### src/rtl/pbd_pkg.sv
package pbd_pkg;

    localparam int PBD_CH      = 8;   // channel count
    localparam int PBD_WB      = 6;   // pulse weight bits, period = 2**PBD_WB
    localparam int PBD_BB      = 4;   // dither bits, frame = 2**PBD_BB periods
    localparam int PBD_DW      = 8;   // register data width
    localparam int PBD_POL_BIT = 6;
    localparam int PBD_RSV_BIT = 7;

    typedef logic [PBD_WB-1:0] weight_t;
    typedef logic [PBD_BB-1:0] dith_t;

    typedef struct packed {
        logic    en;
        logic    pol;
        weight_t weight;
        dith_t   dith;
    } ch_cfg_t;

    // One-hot dither bit that owns this frame slot: the lowest set bit p of
    // the frame index selects dither bit (PBD_BB-1-p); slot 0 selects none.
    function automatic dith_t slot_select(input dith_t frame);
        dith_t sel;
        logic  found;
        sel   = '0;
        found = 1'b0;
        for (int p = 0; p < PBD_BB; p++) begin
            if (frame[p] && !found) begin
                sel[PBD_BB-1-p] = 1'b1;
                found           = 1'b1;
            end
        end
        return sel;
    endfunction

    // Active level before polarity: clock 0 carries only the extension,
    // clocks 1..weight carry the base pulse.
    function automatic logic pulse_level(input weight_t phase, input weight_t weight,
                                         input logic ext);
        if (phase == '0) return ext;
        return (phase <= weight);
    endfunction

endpackage

### src/rtl/pbd_timebase.sv
module pbd_timebase
    import pbd_pkg::*;
(
    input  logic    clk,
    input  logic    rst,
    output weight_t period_cnt,
    output dith_t   frame_cnt,
    output logic    wrap,
    output dith_t   slot
);

    assign wrap = &period_cnt;
    assign slot = slot_select(frame_cnt);

    always_ff @(posedge clk) begin
        if (rst) begin
            period_cnt <= '0;
            frame_cnt  <= '0;
        end else begin
            period_cnt <= period_cnt + 1'b1;
            if (wrap) begin
                frame_cnt <= frame_cnt + 1'b1;
            end
        end
    end

endmodule

### src/rtl/pbd_regs.sv
module pbd_regs
    import pbd_pkg::*;
#(
    parameter int               NUM_CH = PBD_CH,
    parameter logic [NUM_CH-1:0] OE_RST = {1'b1, {(NUM_CH-1){1'b0}}},
    localparam int NUM_PAIR  = NUM_CH / 2,
    localparam int DITH_BASE = NUM_CH,
    localparam int OE_ADDR   = NUM_CH + NUM_PAIR,
    localparam int ADDR_W    = $clog2(OE_ADDR + 1)
)(
    input  logic                   clk,
    input  logic                   rst,
    input  logic                   we,
    input  logic [ADDR_W-1:0]      addr,
    input  logic [PBD_DW-1:0]      wdata,
    output logic [PBD_DW-1:0]      rdata,
    output ch_cfg_t [NUM_CH-1:0]   cfg
);

    logic    [NUM_CH-1:0] pol_q;
    weight_t [NUM_CH-1:0] weight_q;
    dith_t   [NUM_CH-1:0] dith_q;
    logic    [NUM_CH-1:0] oe_q;

    always_ff @(posedge clk) begin
        if (rst) begin
            pol_q    <= '0;
            weight_q <= '0;
            dith_q   <= '0;
            oe_q     <= OE_RST;
        end else if (we) begin
            for (int i = 0; i < NUM_CH; i++) begin
                if (addr == ADDR_W'(i)) begin
                    pol_q[i]    <= wdata[PBD_POL_BIT];
                    weight_q[i] <= wdata[PBD_WB-1:0];
                end
            end
            for (int k = 0; k < NUM_PAIR; k++) begin
                if (addr == ADDR_W'(DITH_BASE + k)) begin
                    dith_q[2*k]   <= wdata[PBD_BB-1:0];
                    dith_q[2*k+1] <= wdata[2*PBD_BB-1:PBD_BB];
                end
            end
            if (addr == ADDR_W'(OE_ADDR)) begin
                oe_q <= wdata[NUM_CH-1:0];
            end
        end
    end

    always_comb begin
        rdata = '0;
        for (int i = 0; i < NUM_CH; i++) begin
            if (addr == ADDR_W'(i)) begin
                rdata[PBD_RSV_BIT]  = 1'b1;
                rdata[PBD_POL_BIT]  = pol_q[i];
                rdata[PBD_WB-1:0]   = weight_q[i];
            end
        end
        for (int k = 0; k < NUM_PAIR; k++) begin
            if (addr == ADDR_W'(DITH_BASE + k)) begin
                rdata[PBD_BB-1:0]        = dith_q[2*k];
                rdata[2*PBD_BB-1:PBD_BB] = dith_q[2*k+1];
            end
        end
        if (addr == ADDR_W'(OE_ADDR)) begin
            rdata[NUM_CH-1:0] = oe_q;
        end
    end

    for (genvar g = 0; g < NUM_CH; g++) begin : g_cfg
        assign cfg[g].en     = oe_q[g];
        assign cfg[g].pol    = pol_q[g];
        assign cfg[g].weight = weight_q[g];
        assign cfg[g].dith   = dith_q[g];
    end

endmodule

### src/rtl/pbd_channel.sv
module pbd_channel
    import pbd_pkg::*;
#(
    parameter logic EN_RST = 1'b0
)(
    input  logic    clk,
    input  logic    rst,
    input  logic    load,
    input  ch_cfg_t cfg_live,
    input  weight_t period_cnt,
    input  dith_t   slot,
    output ch_cfg_t cfg_act,
    output logic    pwm
);

    logic ext;
    logic level;

    assign ext   = |(slot & cfg_act.dith);
    assign level = pulse_level(period_cnt, cfg_act.weight, ext);

    always_ff @(posedge clk) begin
        if (rst) begin
            cfg_act.en     <= EN_RST;
            cfg_act.pol    <= 1'b0;
            cfg_act.weight <= '0;
            cfg_act.dith   <= '0;
            pwm            <= 1'b0;
        end else begin
            if (load) begin
                cfg_act <= cfg_live;
            end
            pwm <= cfg_act.en & (level ^ cfg_act.pol);
        end
    end

endmodule

### src/rtl/pwm_brm_dac.sv
module pwm_brm_dac
    import pbd_pkg::*;
#(
    parameter int                NUM_CH = PBD_CH,
    parameter logic [NUM_CH-1:0] OE_RST = {1'b1, {(NUM_CH-1){1'b0}}},
    localparam int ADDR_W = $clog2(NUM_CH + NUM_CH/2 + 1)
)(
    input  logic              clk,
    input  logic              rst,
    input  logic              reg_we,
    input  logic [ADDR_W-1:0] reg_addr,
    input  logic [PBD_DW-1:0] reg_wdata,
    output logic [PBD_DW-1:0] reg_rdata,
    output logic [NUM_CH-1:0] pwm_out
);

    weight_t              period_cnt;
    dith_t                frame_cnt;
    logic                 wrap;
    dith_t                slot;
    ch_cfg_t [NUM_CH-1:0] cfg_live;
    ch_cfg_t [NUM_CH-1:0] cfg_act;

    pbd_timebase u_timebase (
        .clk        (clk),
        .rst        (rst),
        .period_cnt (period_cnt),
        .frame_cnt  (frame_cnt),
        .wrap       (wrap),
        .slot       (slot)
    );

    pbd_regs #(
        .NUM_CH (NUM_CH),
        .OE_RST (OE_RST)
    ) u_regs (
        .clk   (clk),
        .rst   (rst),
        .we    (reg_we),
        .addr  (reg_addr),
        .wdata (reg_wdata),
        .rdata (reg_rdata),
        .cfg   (cfg_live)
    );

    for (genvar g = 0; g < NUM_CH; g++) begin : g_ch
        pbd_channel #(
            .EN_RST (OE_RST[g])
        ) u_ch (
            .clk        (clk),
            .rst        (rst),
            .load       (wrap),
            .cfg_live   (cfg_live[g]),
            .period_cnt (period_cnt),
            .slot       (slot),
            .cfg_act    (cfg_act[g]),
            .pwm        (pwm_out[g])
        );
    end

endmodule

### config.mk
export PLATFORM = sky130hd
export DESIGN_NAME = pwm_brm_dac
export DESIGN_NICKNAME = d
export VERILOG_FILES = /design/src/rtl/pbd_pkg.sv /design/src/rtl/pbd_timebase.sv /design/src/rtl/pbd_regs.sv /design/src/rtl/pbd_channel.sv /design/src/rtl/pwm_brm_dac.sv
export SDC_FILE = /design/constraint.sdc
export NUM_CORES = 1
export LEC_CHECK = 0
export ABC_AREA = 0
export BUFFER_PORTS_ARGS = -buffer_cell sky130_fd_sc_hd__buf_2
export CAP_MARGIN = 10
export CORE_ASPECT_RATIO = 0.9
export CORE_UTILIZATION = 58
export CTS_BUF_LIST = sky130_fd_sc_hd__clkbuf_2 sky130_fd_sc_hd__clkbuf_4 sky130_fd_sc_hd__clkbuf_8
export CTS_CLUSTER_DIAMETER = 60
export DETAILED_ROUTE_END_ITERATION = 10
export PLACE_DENSITY = 0.77
export SYNTH_ARGS = -nofsm -noshare
export SYNTH_HDL_FRONTEND = slang
export SYNTH_SLANG_ARGS = --single-unit
### constraint.sdc
create_clock -name clk -period 1.95 [get_ports clk]
set_input_delay 0.39 -clock clk [delete_from_list [all_inputs] [get_ports clk]]
set_output_delay 0.39 -clock clk [all_outputs]
set_load 0.1 [all_outputs]
==> flow_summary.json, run 1 <==
{
  "status": "finished with violations",
  "violations": "setup timing",
  "seqPwrFrac_pct": 45.8,
  "routed_via_density": 5.85,
  "max_freq_ghz": 0.414,
  "p_switching_mw": 2.42,
  "sw_frac_of_total_pct": 25.5,
  "min_period_ps": 2420,
  "nets": 1365,
  "drive_gt1_share_pct": 23.1,
  "clockBufferDepth": 3,
  "start_kind": "register",
  "portBuffers": 30,
  "ys_seq_elements": 210,
  "grt_max_degree": 98,
  "p_int_mw": 7.09,
  "dp_hpwl_um": 20800,
  "cts_tree": "done",
  "die_h_um": 128,
  "synth_cells": 1214,
  "critPathArrivalTime_ps": 2030,
  "wl_um": 29600,
  "core_sq_mm": 0.0171,
  "async_reset_ff_share_pct": 0,
  "grt_pass1_vias": 8586,
  "drc_errors": 0,
  "grt_pass1_wl_um": 46700,
  "rsz0062_at_grt": "yes",
  "dp_cells": 1481,
  "vias": 9110,
  "grt_overflow": 0,
  "synthTopCellsByArea": "dfxtp_1, mux2i_1, nand2_1",
  "cts_made_buffers": 36,
  "finalSetupViolations": 8,
  "yosysTopAreaCell": "dfxtp_1",
  "use_met2_pct": 48.6,
  "yosysWarnings": 0,
  "crit_type": "register to primary output",
  "path_max_fanout": 2,
  "path_delay_family": "multiplexers",
  "syn_avg_cell_area_sq_um": 8.47,
  "busiest_layer": "met2",
  "cp-end-kind": "primary output",
  "p_comb_share_pct": 10.7,
  "slew-limit-headroom_pct": 66.3,
  "cap_viol_max_count": 0,
  "setup_slack_ps": -466,
  "area_growth_pct": 20.2,
  "synth_cell_types": 65,
  "final_max_slew_viol_count": 0,
  "diodes": 0,
  "power.share.clock_pct": 43.4,
  "grt.met1_usage_pct": 48.4,
  "critical_path.max_stage_delay_ps": 480,
  "path_buf_inv": 1,
  "drt_iter0_drc": 881,
  "cpMaxStageDelayCell": "mux4_2",
  "fillers": 1315,
  "cts_root_buffer": "clkbuf_8",
  "crit_chain": "mux4_2, nor2_2, nor3_2, a21oi_1, o211ai_1, clkbuf_16",
  "p_leak_nw": 4.89,
  "grtUsageMet3_pct": 6.87,
  "start_util_pct": 60.1,
  "dieArea_sq_mm": 0.0183,
  "synth_top_area_share_pct": 40.9,
  "yosysSeqAreaShare_pct": 40.9,
  "crit_required_ps": 1560,
  "synthesis.nets": 1282,
  "finalClockSkew_ps": 14.4,
  "final_util_pct": 72.2,
  "synth-edff-count": 0,
  "ir_drop_mv": 0.709,
  "gp_congestion": 0.913,
  "wl_per_cell_um": 19.0,
  "hp-class": "input port to register",
  "cts_sinks": 210,
  "grt.total_usage_pct": 33.4,
  "first_pass_iters": 7,
  "syn_area_sq_mm": 0.0103,
  "synthFlopType": "dfxtp_1",
  "cts_max_level": 2,
  "clk_pin_slew_ps": 60,
  "row_count": 45,
  "stdcell_count": 1557,
  "worst_pin_slew_ps": 506,
  "clkLatencyLatePin_ps": 520,
  "die_w_um": 142,
  "finalHoldViolCount": 0,
  "antenna_found_initial": 0,
  "p_per_area_mw_per_mm2": 769,
  "period_share_pct": 124,
  "drtAntennaViolNets": 0,
  "io_pins": 31
}
-- layout by cell type, fill, tap and decap left out, drive strengths merged, types with 9 or more instances in the layout --
cell	n
mux2i	102
nor3	13
nor2	116
inv	50
a22oi	9
nand2b	12
a21oi	129
nand3	15
buf	133
clkbuf	59
nor2b	10
nand2	236
o21ai	49
nand3b	9
a31oi	10
ha	53
dfxtp	210
-- area by class of cell --
type / count / area (sq um) / area share (%)
Clock buffer: 57 / 722 / 5.84
Clock inverter: 6 / 38.8 / 0.314
Inverter: 50 / 188 / 1.52
Multi-Input combinational cell: 864 / 5650 / 45.7
Sequential cell: 210 / 4240 / 34.3
Tap cell: 235 / 294 / 2.38
Timing Repair Buffer: 135 / 1230 / 9.96
-- path summary, 6_finish.rpt --
check | cells past startpoint | to | from | slack, ps
hold / removal | 2 | u_regs.oe_q[7]$_SDFFE_PP1P_ | reg_wdata[7] | 190
hold reg to reg | 2 | g_ch[7].u_ch.cfg_act[9]$_SDFFE_PP0P_ | g_ch[7].u_ch.cfg_act[9]$_SDFFE_PP0P_ | 450
setup reg to reg | 7 | g_ch[2].u_ch.pwm$_SDFF_PP0_ | u_timebase.period_cnt[4]$_SDFF_PP0_ | 60
setup / recovery | 6 | reg_rdata[3] | u_regs.cfg[43]$_SDFFE_PP0P_ | -470
-- power by group through the flow --
| stage | sequential [mW] | combinational (mW) | clock (mW) |
|---|---|---|---|
| 6_report | 4.36 | 1.02 | 4.13 |
| 5_1_grt | 4.36 | 1.09 | 4.39 |
| 4_1_cts | 4.36 | 0.974 | 4.16 |
| 3_5_place_dp | 4.45 | 0.941 | 0 |
| 3_3_place_gp | 4.45 | 0.926 | 0 |
| 2_1_floorplan | 4.44 | 0.591 | 0 |
-- layer usage --
layer	part of all wire, %	up-vias
met3	9.9	59
met2	42	457
met5	0	-
li1	-	4306
met4	2.9	0
met1	45	4288
-- sequential cells by signal, summed over array words and instances, names as in the netlist --
name / cells
g_ch.u_ch.cfg_act: 96
u_regs.cfg: 80
g_ch.u_ch.pwm: 8
u_regs.oe_q: 8
u_regs.pol_q: 8
u_timebase.period_cnt: 6
u_timebase.frame_cnt: 4
-- cells in the mapped netlist (12+ instances only) --
cell type / count
nor2_1: 109
clkbuf_1: 41
ha_1: 53
o21ai_0: 44
dfxtp_1: 210
nor3_1: 13
mux2i_1: 102
inv_1: 49
nand2b_1: 12
nand2_1: 233
buf_2: 28
a21oi_1: 129
-- cell families after synthesis --
| kind of cell | Yosys count | synth area share [%] |
|---|---|---|
| flops | 210 | 40.9 |
| fa+ha+maj | 53 | 6.45 |
| simple gates | 447 | 19.9 |
| mux | 115 | 12.0 |
| xor+xnor | 7 | 0.596 |
| buf+inv | 140 | 6.44 |
| compound gates | 242 | 13.7 |
-- what timing repair did --
item / CTS / global route
gates resized for setup: 49 / 24
hold endpoints to repair: 0 / 0
buffers inserted: 13 / 0
pin swaps: 18 / 9
setup endpoints to repair: 9 / 19
hold buffers: 0 / 0
-- per-stage QoR --
| stage | setup WS, ps | area (sq um) | hold WS [ps] | power, mW | setup TNS (ps) |
|---|---|---|---|---|---|
| after floorplan | -925 | 10400 | 430 | 5.03 | -4350 |
| after global placement | -382 | 11300 | 442 | 5.38 | -3590 |
| after detailed placement | -412 | 11300 | 446 | 5.39 | -4120 |
| after CTS | -482 | 12300 | 169 | 9.49 | -2920 |
| after global routing | -530 | 12400 | 172 | 9.84 | -3320 |
| final | -466 | 12400 | 185 | 9.51 | -2850 |
No activity file was read; power rests on OpenSTA's default activity.
==> run 2, diff against run 1 <==
--- a/config.mk
+++ b/config.mk
@@ -14,6 +14,7 @@
 export CTS_CLUSTER_DIAMETER = 60
 export DETAILED_ROUTE_END_ITERATION = 10
 export PLACE_DENSITY = 0.77
+export REMOVE_ABC_BUFFERS = 1
 export SYNTH_ARGS = -nofsm -noshare
 export SYNTH_HDL_FRONTEND = slang
 export SYNTH_SLANG_ARGS = --single-unit
==> flow_summary.json, run 2 (synthesized netlist as in run 1, its figures left out) <==
{
  "drive_gt1_share_pct": 23.7,
  "routed-wl-met2_um": 13300,
  "finalHoldViolCount": 0,
  "start_util_pct": 60.1,
  "gp_congestion": 0.920,
  "crit_chain": "mux4_2, nor2_2, nor3_2, a21oi_2, o211ai_1, buf_12",
  "max_freq_ghz": 0.410,
  "ctsHoldBuffers": 0,
  "p_int_mw": 7.22,
  "area_growth_pct": 21.1,
  "dp_cells": 1508,
  "cts_tree": "done",
  "p_comb_share_pct": 10.9,
  "setup_slack_ps": -490,
  "worst_pin_slew_ps": 543,
  "cts_root_buffer": "clkbuf_8",
  "regMostFlops": "g_ch.u_ch.cfg_act",
  "first_pass_iters": 5,
  "crit_type": "register to primary output",
  "layout_common_cells": "nand2_1, dfxtp_1, a21oi_1, buf_4, nor2_1",
  "crit_required_ps": 1560,
  "highest_layer": "met4",
  "cap_viol_max_count": 0,
  "cp-end-kind": "primary output",
  "grt.total_usage_pct": 33.5,
  "period_share_pct": 125,
  "cts_made_buffers": 35,
  "cpMaxStageDelayCell": "mux4_2",
  "wl_per_cell_um": 19.3,
  "io_pins": 31,
  "drtAntennaViolNets": 0,
  "status": "finished with violations",
  "dieArea_sq_mm": 0.0183,
  "grt_pass1_wl_um": 46900,
  "grt_pass1_vias": 8575,
  "vias": 9127,
  "core_sq_mm": 0.0171,
  "die_w_um": 142,
  "wl_um": 30300,
  "violations": "setup timing",
  "diodes": 0,
  "grt_max_degree": 72,
  "met3WireLength_um": 2620,
  "clkLatencyLatePin_ps": 540,
  "start_kind": "register",
  "critPathArrivalTime_ps": 2050,
  "seqPwrFrac_pct": 45.0,
  "grt_overflow": 0,
  "die_h_um": 128,
  "final_max_slew_viol_count": 0,
  "drt_iter0_drc": 1027,
  "placed_area_sq_mm": 0.0114,
  "path_max_fanout": 2,
  "antenna_found_initial": 0,
  "p_switching_mw": 2.47,
  "clk_pin_slew_ps": 60,
  "nets": 1381,
  "stdcell_count": 1573,
  "final_area_sq_mm": 0.0125,
  "finalSetupViolations": 8,
  "power.share.clock_pct": 44.1,
  "wl_met1_um": 13500,
  "row_count": 45,
  "hp-class": "input port to register",
  "largest_reg_flops": 96,
  "rsz0062_at_grt": "yes",
  "routed_via_density": 5.80,
  "dp_hpwl_um": 21300,
  "slew-limit-headroom_pct": 63.8,
  "sw_frac_of_total_pct": 25.5,
  "min_period_ps": 2440,
  "clockBufferDepth": 3,
  "p_per_area_mw_per_mm2": 779,
  "p_total_mw": 9.70,
  "finalSetupTns_ps": -3080,
  "cts_sinks": 210,
  "drc_errors": 0,
  "mostFrequentLayoutCell": "nand2_1",
  "finalClockSkew_ps": 12.0,
  "p_leak_nw": 4.99,
  "dp_slack_ps": -422,
  "critical_path.max_stage_delay_ps": 470,
  "portBuffers": 30,
  "ir_drop_mv": 0.708,
  "cts_max_level": 2
}
[run 2: power by group through the flow]
stage | clock, mW | combinational (mW) | sequential, mW
5_1_grt | 4.51 | 1.11 | 4.36
4_1_cts | 4.30 | 1.01 | 4.36
3_3_place_gp | 0 | 0.970 | 4.46
3_5_place_dp | 0 | 0.984 | 4.46
2_1_floorplan | 0 | 0.420 | 4.46
6_report | 4.28 | 1.06 | 4.36
[run 2: metal layers]
metal,global-route usage [%],vias to the layer above
li1,-,4354
met1,47.4,4316
met2,51.1,388
met3,6.31,69
met4,12.1,0
met5,0,-
[run 2: path summary, 6_finish.rpt]
kind              slack (ps)                                    end  depth (start not counted)                                 start
setup / recovery        -490                           reg_rdata[2]                          6           u_regs.cfg[42]$_SDFFE_PP0P_
hold / removal           240            u_regs.oe_q[7]$_SDFFE_PP1P_                          2                          reg_wdata[7]
setup reg to reg         110  g_ch[0].u_ch.cfg_act[11]$_SDFFE_PP0P_                          8   u_timebase.period_cnt[1]$_SDFF_PP0_
hold reg to reg          450   g_ch[3].u_ch.cfg_act[5]$_SDFFE_PP0P_                          2  g_ch[3].u_ch.cfg_act[5]$_SDFFE_PP0P_
[run 2: what timing repair did]
action                     in CTS  in global routing
setup buffers                   6                  1
hold endpoints to repair        0                  0
cloned                          0                  1
resized for setup              47                 33
setup endpoints to repair      13                 24
pin swaps                      18                 17
[run 2: cell type report]
type                       instances  area [sq um]
sequential                       210          4250
fill                            1303          4670
tap                              235           294
inverter                          50           188
clock inverter                     9          95.1
clock buffer                      53           673
multi-input combinational        864          5600
timing repair buffer             152          1350
[run 2: stage by stage]
| stage | util, % | hold WS (ps) |
|---|---|---|
| after global placement | 66.6 | 442 |
| after detailed placement | 66.6 | 446 |
| after global routing | 72.7 | 246 |
| after CTS | 71.9 | 219 |
| final | 72.7 | 239 |
| after floorplan | - | 430 |
[run 2: worst max-delay path: cells and delay by family, from the launching register on]
kind,cells,cell delay [ps]
flip-flops,1,340
buffers and inverters,1,220
multiplexers,1,470
AO/OA/AOI/OAI,2,280
AND/OR/NAND/NOR,2,210
==> run 3, diff against run 2 <==
--- a/config.mk
+++ b/config.mk
@@ -8,12 +8,12 @@
 export ABC_AREA = 0
 export BUFFER_PORTS_ARGS = -buffer_cell sky130_fd_sc_hd__buf_2
 export CAP_MARGIN = 10
-export CORE_ASPECT_RATIO = 0.9
-export CORE_UTILIZATION = 58
+export CORE_ASPECT_RATIO = 1.2
+export CORE_UTILIZATION = 40
 export CTS_BUF_LIST = sky130_fd_sc_hd__clkbuf_2 sky130_fd_sc_hd__clkbuf_4 sky130_fd_sc_hd__clkbuf_8
 export CTS_CLUSTER_DIAMETER = 60
 export DETAILED_ROUTE_END_ITERATION = 10
-export PLACE_DENSITY = 0.77
+export PLACE_DENSITY = 0.56
 export REMOVE_ABC_BUFFERS = 1
 export SYNTH_ARGS = -nofsm -noshare
 export SYNTH_HDL_FRONTEND = slang
==> flow_summary.json, run 3 (synthesized netlist as in run 1, its figures left out) <==
{
  "seqPwrFrac_pct": 44.5,
  "diodes": 0,
  "final_max_slew_viol_count": 0,
  "routed_via_density": 5.28,
  "drc_errors": 0,
  "crit_type": "register to primary output",
  "die_h_um": 178,
  "cts_max_level": 2,
  "finalHoldViolCount": 0,
  "p_per_area_mw_per_mm2": 772,
  "cap_viol_max_count": 0,
  "grt_pass1_wl_um": 49100,
  "grt.total_usage_pct": 24.6,
  "critPathArrivalTime_ps": 2020,
  "ctsHoldBuffers": 0,
  "min_period_ps": 2410,
  "grt_overflow": 0,
  "placed_area_sq_mm": 0.0115,
  "p_switching_mw": 2.46,
  "drtAntennaViolNets": 0,
  "gp_congestion": 0.889,
  "cts_made_buffers": 37,
  "io_pins": 31,
  "clk_pin_slew_ps": 60,
  "crit_required_ps": 1560,
  "dieArea_sq_mm": 0.0264,
  "final_util_pct": 50.8,
  "worst_pin_slew_ps": 512,
  "cts_sinks": 210,
  "wl_um": 31900,
  "cp-end-kind": "primary output",
  "rsz0062_at_grt": "yes",
  "antenna_found_initial": 0,
  "status": "finished with violations",
  "row_count": 63,
  "power.share.clock_pct": 44.8,
  "core_sq_mm": 0.0250,
  "ir_drop_mv": 0.543,
  "largest_reg_flops": 96,
  "path_max_fanout": 3,
  "area_growth_pct": 23.4,
  "p_comb_share_pct": 10.7,
  "mostFrequentLayoutCell": "nand2_1",
  "cts_tree": "done",
  "violations": "setup timing",
  "p_int_mw": 7.34,
  "grt_pass1_vias": 8359,
  "final_area_sq_mm": 0.0127,
  "vias": 8835,
  "sw_frac_of_total_pct": 25.1,
  "wl_per_cell_um": 19.1,
  "start_kind": "register",
  "dp_hpwl_um": 23000,
  "finalSetupTns_ps": -2820,
  "nets": 1389,
  "portBuffers": 30,
  "drt_iter0_drc": 664,
  "finalSetupViolations": 8,
  "period_share_pct": 123,
  "regMostFlops": "g_ch.u_ch.cfg_act",
  "cts_root_buffer": "clkbuf_8",
  "drive_gt1_share_pct": 24.8,
  "slew-limit-headroom_pct": 66.1,
  "grt_max_degree": 66,
  "setup_slack_ps": -458,
  "die_w_um": 148,
  "clockBufferDepth": 3,
  "layout_common_cells": "nand2_1, dfxtp_1, a21oi_1, buf_4, nor2_1",
  "p_leak_nw": 5.04,
  "p_total_mw": 9.79,
  "hp-class": "input port to register",
  "first_pass_iters": 5,
  "dp_slack_ps": -484,
  "clkLatencyLatePin_ps": 510,
  "max_freq_ghz": 0.415,
  "start_util_pct": 41.2,
  "finalClockSkew_ps": 9.74
}
[run 3: what timing repair did]
| action | in CTS | in global routing |
|---|---|---|
| cloned | 0 | 1 |
| gates resized for setup | 53 | 33 |
| buffers inserted | 13 | 3 |
| pin swaps | 12 | 18 |
| setup endpoints to repair | 14 | 14 |
[run 3: critical path: stages, from the launching register on]
cell,delay [ps]
dfxtp_2,330
mux4_2,480
nor2_2,110
nor3_2,50
a21oi_1,110
o211ai_1,180
clkbuf_16,250
[run 3: routing by layer]
| metal | up-vias | track usage, % | routed length (um) | part of all wire, % |
|---|---|---|---|---|
| met3 | 51 | 3.55 | 1340 | 4.2 |
| met5 | - | 0 | 0 | 0 |
| met1 | 4197 | 32.9 | 14600 | 46 |
| met4 | 0 | 9.24 | 1020 | 3.2 |
| met2 | 230 | 40.2 | 14900 | 47 |
| li1 | 4357 | - | - | - |
[run 3: final timing paths]
path                                        start                              endpoint  slack, ps  cells after the start
max reg2reg   u_timebase.period_cnt[3]$_SDFF_PP0_           g_ch[3].u_ch.pwm$_SDFF_PP0_         90                      7
min                                  reg_wdata[7]           u_regs.oe_q[7]$_SDFFE_PP1P_        180                      2
max                   u_regs.cfg[41]$_SDFFE_PP0P_                          reg_rdata[1]       -460                      6
min reg2reg  g_ch[7].u_ch.cfg_act[5]$_SDFFE_PP0P_  g_ch[7].u_ch.cfg_act[5]$_SDFFE_PP0P_        450                      2
[run 3: through the flow]
| stage | std cells | hold WS (ps) |
|---|---|---|
| detailed placement | 1591 | 447 |
| finish | 1674 | 180 |
| global placement | 1591 | 443 |
| CTS | 1671 | 172 |
| floorplan | 1124 | 430 |
| global route | 1674 | 190 |
[run 3: power by group through the flow]
stage / registers, mW / logic, mW / clock network [mW]
finish: 4.36 / 1.05 / 4.38
detailed placement: 4.46 / 0.984 / 0
global route: 4.36 / 1.12 / 4.68
global placement: 4.46 / 0.979 / 0
floorplan: 4.46 / 0.420 / 0
CTS: 4.36 / 1.02 / 4.48
[run 3: area by class of cell]
cell class | count | area, sq um
fillers | 2400 | 12300
repair buffers | 158 | 1430
clock buffers | 62 | 759
well taps | 325 | 407
flip-flops and latches | 210 | 4240
multi-input cells | 864 | 5610
clock inverters | 5 | 55.1
inverters | 50 | 188
